==> config.mk <==
export PLATFORM = sky130hd
export DESIGN_NAME = cwbuf_drain
export DESIGN_NICKNAME = d
export VERILOG_FILES = /design/src/rtl/cwd_pkg.sv /design/src/rtl/cwd_locregs.sv /design/src/rtl/cwd_outq.sv /design/src/rtl/cwd_walker.sv /design/src/rtl/cwbuf_drain.sv
export SDC_FILE = /design/constraint.sdc
export NUM_CORES = 1
export LEC_CHECK = 0
export BUFFER_PORTS_ARGS = -buffer_cell sky130_fd_sc_hd__clkbuf_2
export CAP_MARGIN = 10
export CORE_MARGIN = 4
export CORE_UTILIZATION = 45
export DETAILED_ROUTE_END_ITERATION = 16
export RECOVER_POWER = 50
export SKIP_CTS_REPAIR_TIMING = 1
export SYNTH_ARGS = -nofsm -noshare
export SYNTH_HDL_FRONTEND = slang
export SYNTH_SLANG_ARGS = --single-unit
==> constraint.sdc <==
create_clock -name clk -period 5.8 [get_ports clk]
set_clock_uncertainty 0.15 [all_clocks]
set_input_delay 0.29 -clock clk [delete_from_list [all_inputs] [get_ports clk]]
set_output_delay 0.29 -clock clk [all_outputs]
set_load 0.005 [all_outputs]
==> src/rtl/cwd_pkg.sv <==
package cwd_pkg;
   localparam int LOC_OFF_W = 16;
   localparam int LOC_CNT_W = 15;

   typedef struct packed {
      logic                 fin;
      logic [LOC_CNT_W-1:0] cnt;
      logic [LOC_OFF_W-1:0] off;
   } loc_entry_t;

   typedef enum logic [1:0] {
      WS_IDLE   = 2'd0,
      WS_FETCH  = 2'd1,
      WS_STREAM = 2'd2,
      WS_DRAIN  = 2'd3
   } walk_state_t;
endpackage

==> src/rtl/cwd_locregs.sv <==
module cwd_locregs
   import cwd_pkg::*;
#(
   parameter int               NUM_LOC  = 4,
   parameter int               REG_AW   = 12,
   parameter logic [REG_AW-1:0] LOC_BASE = 12'hF20
) (
   input  logic                      clk,
   input  logic                      rst_n,
   input  logic                      wr_en,
   input  logic [REG_AW-1:0]         wr_addr,
   input  logic [31:0]               wr_data,
   input  logic                      snap,
   output loc_entry_t [NUM_LOC-1:0]  work
);
   loc_entry_t [NUM_LOC-1:0] prog;

   for (genvar i = 0; i < NUM_LOC; i++) begin : g_loc
      localparam logic [REG_AW-1:0] MY_ADDR = REG_AW'(int'(LOC_BASE) + 4 * i);
      logic hit;
      assign hit = wr_en && (wr_addr == MY_ADDR);

      always_ff @(posedge clk) begin
         if (!rst_n) begin
            prog[i] <= '0;
            work[i] <= '0;
         end else begin
            if (hit)  prog[i] <= loc_entry_t'(wr_data);
            if (snap) work[i] <= prog[i];
         end
      end

      // working copy moves only on an accepted start
      p_work_frozen_r8: assert property (@(posedge clk) disable iff (!rst_n)
         !snap |=> $stable(work[i]));
   end
endmodule

==> src/rtl/cwd_outq.sv <==
module cwd_outq #(
   parameter int W     = 8,
   parameter int DEPTH = 2,
   localparam int PW   = (DEPTH > 1) ? $clog2(DEPTH) : 1,
   localparam int CW   = $clog2(DEPTH + 1)
) (
   input  logic          clk,
   input  logic          rst_n,
   input  logic          push,
   input  logic [W-1:0]  push_data,
   input  logic          pop,
   output logic          valid,
   output logic [W-1:0]  head,
   output logic [CW-1:0] cnt
);
   logic [W-1:0]  mem [DEPTH];
   logic [PW-1:0] wp, rp;

   function automatic logic [PW-1:0] nxt(input logic [PW-1:0] p);
      return (p == PW'(DEPTH - 1)) ? '0 : p + 1'b1;
   endfunction

   always_ff @(posedge clk) begin
      if (!rst_n) begin
         wp  <= '0;
         rp  <= '0;
         cnt <= '0;
      end else begin
         if (push) begin
            mem[wp] <= push_data;
            wp      <= nxt(wp);
         end
         if (pop) rp <= nxt(rp);
         case ({push, pop})
            2'b10:   cnt <= cnt + 1'b1;
            2'b01:   cnt <= cnt - 1'b1;
            default: cnt <= cnt;
         endcase
      end
   end

   assign valid = (cnt != '0);
   assign head  = mem[rp];

   p_no_overflow_r10: assert property (@(posedge clk) disable iff (!rst_n)
      push |-> (cnt < CW'(DEPTH)) || pop);
   p_hold_stable_r9: assert property (@(posedge clk) disable iff (!rst_n)
      (valid && !pop) |=> valid && $stable(head));
endmodule

==> src/rtl/cwd_walker.sv <==
module cwd_walker
   import cwd_pkg::*;
#(
   parameter int NUM_LOC = 4,
   parameter int DEPTH   = 1024,
   localparam int IDX_W  = (NUM_LOC > 1) ? $clog2(NUM_LOC) : 1,
   localparam int BUF_AW = $clog2(DEPTH),
   localparam int SUM_W  = LOC_OFF_W + 1
) (
   input  logic                     clk,
   input  logic                     rst_n,
   input  logic                     go,
   input  loc_entry_t [NUM_LOC-1:0] locs,
   input  logic                     can_issue,
   input  logic                     out_idle,
   output logic                     rd_en,
   output logic [BUF_AW-1:0]        rd_addr,
   output logic                     busy,
   output logic                     release_p,
   output logic                     err
);
   walk_state_t          st;
   logic [IDX_W-1:0]     idx;
   logic [BUF_AW-1:0]    ptr;
   logic [LOC_CNT_W-1:0] rem;
   loc_entry_t           cur;
   logic [SUM_W-1:0]     span_end;
   logic                 over, at_top;

   assign cur      = locs[idx];
   assign span_end = SUM_W'(cur.off) + SUM_W'(cur.cnt);
   assign over     = span_end > SUM_W'(DEPTH);
   assign at_top   = (idx == IDX_W'(NUM_LOC - 1));
   assign rd_en    = (st == WS_STREAM) && can_issue;
   assign rd_addr  = ptr;
   assign busy     = (st != WS_IDLE);

   always_ff @(posedge clk) begin
      if (!rst_n) begin
         st        <= WS_IDLE;
         idx       <= '0;
         ptr       <= '0;
         rem       <= '0;
         release_p <= 1'b0;
         err       <= 1'b0;
      end else begin
         release_p <= 1'b0;
         unique case (st)
            WS_IDLE: if (go) begin
               idx <= '0;
               err <= 1'b0;
               st  <= WS_FETCH;
            end
            WS_FETCH: begin
               if (over) begin
                  err <= 1'b1;
                  st  <= WS_DRAIN;
               end else if (cur.cnt == '0) begin
                  if (cur.fin)     st <= WS_DRAIN;
                  else if (at_top) begin
                     err <= 1'b1;
                     st  <= WS_DRAIN;
                  end else idx <= idx + 1'b1;
               end else begin
                  ptr <= cur.off[BUF_AW-1:0];
                  rem <= cur.cnt;
                  st  <= WS_STREAM;
               end
            end
            WS_STREAM: if (rd_en) begin
               ptr <= ptr + 1'b1;
               rem <= rem - 1'b1;
               if (rem == LOC_CNT_W'(1)) begin
                  if (cur.fin)     st <= WS_DRAIN;
                  else if (at_top) begin
                     err <= 1'b1;
                     st  <= WS_DRAIN;
                  end else begin
                     idx <= idx + 1'b1;
                     st  <= WS_FETCH;
                  end
               end
            end
            WS_DRAIN: if (out_idle) begin
               release_p <= 1'b1;
               st        <= WS_IDLE;
            end
            default: st <= WS_IDLE;
         endcase
      end
   end

   p_release_pulse_r3: assert property (@(posedge clk) disable iff (!rst_n)
      release_p |=> !release_p);
   p_release_idle_r3: assert property (@(posedge clk) disable iff (!rst_n)
      release_p |-> !busy);
   p_err_clear_r11: assert property (@(posedge clk) disable iff (!rst_n)
      $rose(busy) |-> !err);
   p_idle_no_read_r2: assert property (@(posedge clk) disable iff (!rst_n)
      !busy |-> !rd_en);
endmodule

==> src/rtl/cwbuf_drain.sv <==
module cwbuf_drain
   import cwd_pkg::*;
#(
   parameter int               DEPTH      = 1024,
   parameter int               NUM_LOC    = 4,
   parameter int               REG_AW     = 12,
   parameter logic [REG_AW-1:0] LOC_BASE  = 12'hF20,
   parameter int               FIFO_DEPTH = 2
) (
   input  logic                     clk,
   input  logic                     rst_n,
   input  logic                     reg_wr_en,
   input  logic [REG_AW-1:0]        reg_wr_addr,
   input  logic [31:0]              reg_wr_data,
   input  logic                     buf_full,
   input  logic                     start,
   output logic                     buf_rd_en,
   output logic [$clog2(DEPTH)-1:0] buf_rd_addr,
   input  logic [7:0]               buf_rd_data,
   output logic                     out_valid,
   input  logic                     out_ready,
   output logic [7:0]               out_data,
   output logic                     busy,
   output logic                     buf_release,
   output logic                     err
);
   localparam int QCW   = $clog2(FIFO_DEPTH + 1);
   localparam int OCC_W = QCW + 2;

   if (DEPTH < 2 || DEPTH > (1 << LOC_OFF_W)) begin : g_bad_depth
      $error("DEPTH must lie in 2..65536");
   end
   if (NUM_LOC < 1) begin : g_bad_loc
      $error("NUM_LOC must be at least 1");
   end
   if (FIFO_DEPTH < 2) begin : g_bad_q
      $error("FIFO_DEPTH must be at least 2 for full rate");
   end

   loc_entry_t [NUM_LOC-1:0] locs;
   logic                     go, pend, pop, can_issue, out_idle;
   logic [QCW-1:0]           q_cnt;
   logic [OCC_W-1:0]         occ;

   assign go  = start && buf_full && !busy;
   assign pop = out_valid && out_ready;
   assign occ = OCC_W'(q_cnt) + OCC_W'(pend);
   assign can_issue = occ < (OCC_W'(FIFO_DEPTH) + OCC_W'(pop));
   assign out_idle  = (q_cnt == '0) && !pend;

   always_ff @(posedge clk) begin
      if (!rst_n) pend <= 1'b0;
      else        pend <= buf_rd_en;
   end

   cwd_locregs #(.NUM_LOC(NUM_LOC), .REG_AW(REG_AW), .LOC_BASE(LOC_BASE)) u_regs (
      .clk(clk), .rst_n(rst_n), .wr_en(reg_wr_en), .wr_addr(reg_wr_addr),
      .wr_data(reg_wr_data), .snap(go), .work(locs));

   cwd_walker #(.NUM_LOC(NUM_LOC), .DEPTH(DEPTH)) u_walk (
      .clk(clk), .rst_n(rst_n), .go(go), .locs(locs), .can_issue(can_issue),
      .out_idle(out_idle), .rd_en(buf_rd_en), .rd_addr(buf_rd_addr),
      .busy(busy), .release_p(buf_release), .err(err));

   cwd_outq #(.W(8), .DEPTH(FIFO_DEPTH)) u_q (
      .clk(clk), .rst_n(rst_n), .push(pend), .push_data(buf_rd_data),
      .pop(pop), .valid(out_valid), .head(out_data), .cnt(q_cnt));

   p_start_ignored_r7: assert property (@(posedge clk) disable iff (!rst_n)
      (start && !buf_full && !busy) |=> !busy);
   p_release_empty_r3: assert property (@(posedge clk) disable iff (!rst_n)
      buf_release |-> !out_valid);
endmodule

==> impl_metrics.yaml <==
worst_setup_path:
  path_cells: "buf_4 > mux4_2 > ha_1 > nand2b_1 > o2111ai_1 > a2111oi_0 > nand3_1 > o41ai_4 > nand4_2 > buf_4 > a2111oi_0 > a311o_1"
  critPathMaxFanout: 20
  crit_buf_inv: 2
  slowest_stage: "dfxtp_2"
  cp.arrival_ns: 5.47
  crit_path_end: "u_walk.rem[2]"
  end_kind: "flop"
  critPathMaxStageDelay_ns: 0.83
  cp.required_ns: 6.10
  cp_num_cells: 12
  rrSetupSlack_ns: 0.63
  r2r_cells: 12
  timing.rr.start: "u_walk.idx[0]"
  r2r_end: "u_walk.rem[2]"
  crit_family: "compound AO/OA/AOI/OAI gates"
  path_class: "reg -> reg"
  cp-startpoint: "u_walk.idx[0]"
  crit_path_start_kind: "flop"
routing:
  drt_first_pass_iters: 5
  drc: 0
  vias: 11700
  avgRoutedWirePerCell_um: 18.1
  antenna_left: 0
  drt_first_iter_violations: 951
  routed_wl_mm: 38.2
  routed_via_density: 5.53
global_route:
  grt_max_degree: 182
  antenna_found_initial: 0
  grt_overflow_total: 0
  grt_pass1_wl_mm: 60.6
  grt-busiest-layer: "met2"
  use_met3_pct: 3.74
  grtUsageMet2_pct: 36.6
  grt_pass1_vias: 11000
  gr-usage-met1_pct: 31.7
  grt_usage_pct: 22.5
layout:
  post-route-cell-area_um2: 15600
  fillerInstances: 2887
  final_cell_mix: "568 x nand2_1, 297 x a21oi_1, 291 x dfxtp_1"
  antenna_cells: 0
  fin_nets: 1788
  layout-area-overhead-vs-synth_pct: 15.5
  drive_gt1_share_pct: 11.5
  final_common_cell: "nand2_1"
clock_network:
  clockBufferDepth: 3
  clk_pin_slew_ns: 0.06
  cts_root_buffer: "clkbuf_16"
  cts_max_level: 2
  cts_tree: "built"
  numCtsBuffers: 34
  clock-sinks: 309
  insertion_delay_ns: 0.51
synthesis:
  seq_area_frac_synth_pct: 47.0
  avgSynthCellArea_um2: 8.19
  synth_area_um2: 13500
  synth-seq-cells: 309
  synth-edff-count: 16
  ys_types: 74
  async_flop_share_pct: 0
  synth_cells: 1648
  yosys_warnings: 0
  syn_nets: 1733
  synthFlopType: "dfxtp_1"
placement:
  gp_congestion: 0.916
  port_buffers: 80
  hpwl_mm: 23.2
  post_dp_cell_area_um2: 14100
sta:
  drv_slew: 220
  fin_crit_sh_pct: 89.2
  fin_crit_ns: 5.17
  setup_viol_count_final: 0
  hold_violations: 0
  tightest_slew_ns: 3.84
  tns_ns: 0
  relSlewSlack_pct: -156
  max_freq_ghz: 0.193
  rsz0062_at_grt: "false"
die:
  row_count: 63
  start_util_pct: 45.6
  die_area_um2: 32800
  die_x_um: 181
  ioPinCount: 81
  core_area_um2: 29600
  dieHeight_um: 181
pwr:
  leakage_nw: 5.33
  vdd_drop_max_v: 0.000188
  powerDensity_nw_per_um2: 341
run_status:
  outcome: "finished, violations left"
  failed_checks: "capacitance limit, slew limit"
hold_path:
  worstHoldPathType: "in -> reg"
  min_path_cells: 4
job:
  max_cap_viol_count: 2
-- synthesized netlist by cell type (all sizes together), types with 11 or more instances --
cell	instances	area (µm²)
clkbuf	103	387
o22ai	13	81.3
a21oi	299	1500
o21ai	24	131
nand2	570	2140
buf	15	103
nand3	19	100
nor3	15	75.1
ha	26	325
edfxtp	16	480
mux4	32	721
nor2	42	158
inv	17	63.8
mux2	11	128
dfxtp	293	5870
-- cell families after synthesis --
logic type	after synthesis	share of synthesized area, %
AO/OA/AOI/OAI	411	17.6
XOR/XNOR	8	0.519
adder cells (fa/ha/maj)	27	2.56
buffers and inverters	136	4.12
flip-flops	309	47.0
multiplexers	48	6.65
AND/OR/NAND/NOR	709	21.5
-- per-stage QoR --
step / setup slack, ns / hold WS, ns / std cells / utilization (%) / total power [W]
after CTS: 0.715 / -0.198 / 2076 / 51.4 / 0.00533
after floorplan: 1.11 / 0.239 / 1648 / - / 0.00286
after detailed placement: 0.744 / 0.292 / 2017 / 47.5 / 0.00313
after global routing: 0.319 / 0.150 / 2116 / 52.6 / 0.00554
final: 0.629 / 0.122 / 2116 / 52.6 / 0.00531
after global placement: 0.859 / 0.287 / 2017 / 47.5 / 0.00313
-- report_power, final --
part	leakage, nW	switching, W	internal (W)
clock network	0.570	0.000861	0.00135
logic	2.26	0.000563	0.000289
registers	2.50	0.0000715	0.00218
-- worst min path at each step --
stage | end | from | slack [ns]
3_3_place_gp | u_regs.work[75] | u_regs.prog[75] | 0.29
5_1_grt | u_q.rp | out_ready | 0.15
3_5_place_dp | u_regs.work[118] | u_regs.prog[118] | 0.29
6_report | flop | out_ready | 0.12
2_1_floorplan | u_q.mem[0][0] | buf_rd_data[0] | 0.24
4_1_cts | u_q.mem[0][5] | buf_rd_data[5] | -0.20
-- flip-flops by register name (all words and copies together), names as in the netlist, named ones only --
name              flops
u_walk.st             2
u_regs.work         128
u_walk.idx            2
u_q.mem              16
u_q.rp                1
u_q.cnt               2
pend                  1
u_regs.prog         128
u_walk.release_p      1
u_walk.rd_addr       10
u_q.wp                1
u_walk.rem           15
u_walk.err            1
-- layer usage --
metal,vias up,wire [µm]
li1,5764,-
met1,5583,17900
met2,300,17900
met3,44,1850
met4,0,625
met5,-,0
-- tightest hold or removal path, delay by kind of cell --
| family | cells | cell delay [ns] |
|---|---|---|
| AO/OA/AOI/OAI | 1 | 0.17 |
| AND/OR/NAND/NOR | 1 | 0.08 |
| XOR/XNOR | 1 | 0.12 |
| buffers and inverters | 1 | 0.08 |
-- layout make-up --
class / instances / area (µm²) / area share (%)
flip-flops and latches: 309 / 6350 / 40.7
inverters: 18 / 75.1 / 0.481
multi-input cells: 1203 / 6630 / 42.5
clock inverters: 7 / 88.8 / 0.570
clock buffers: 52 / 1060 / 6.81
well taps: 390 / 488 / 3.13
repair buffers: 137 / 896 / 5.75
Power figures use the tool's default switching activity.
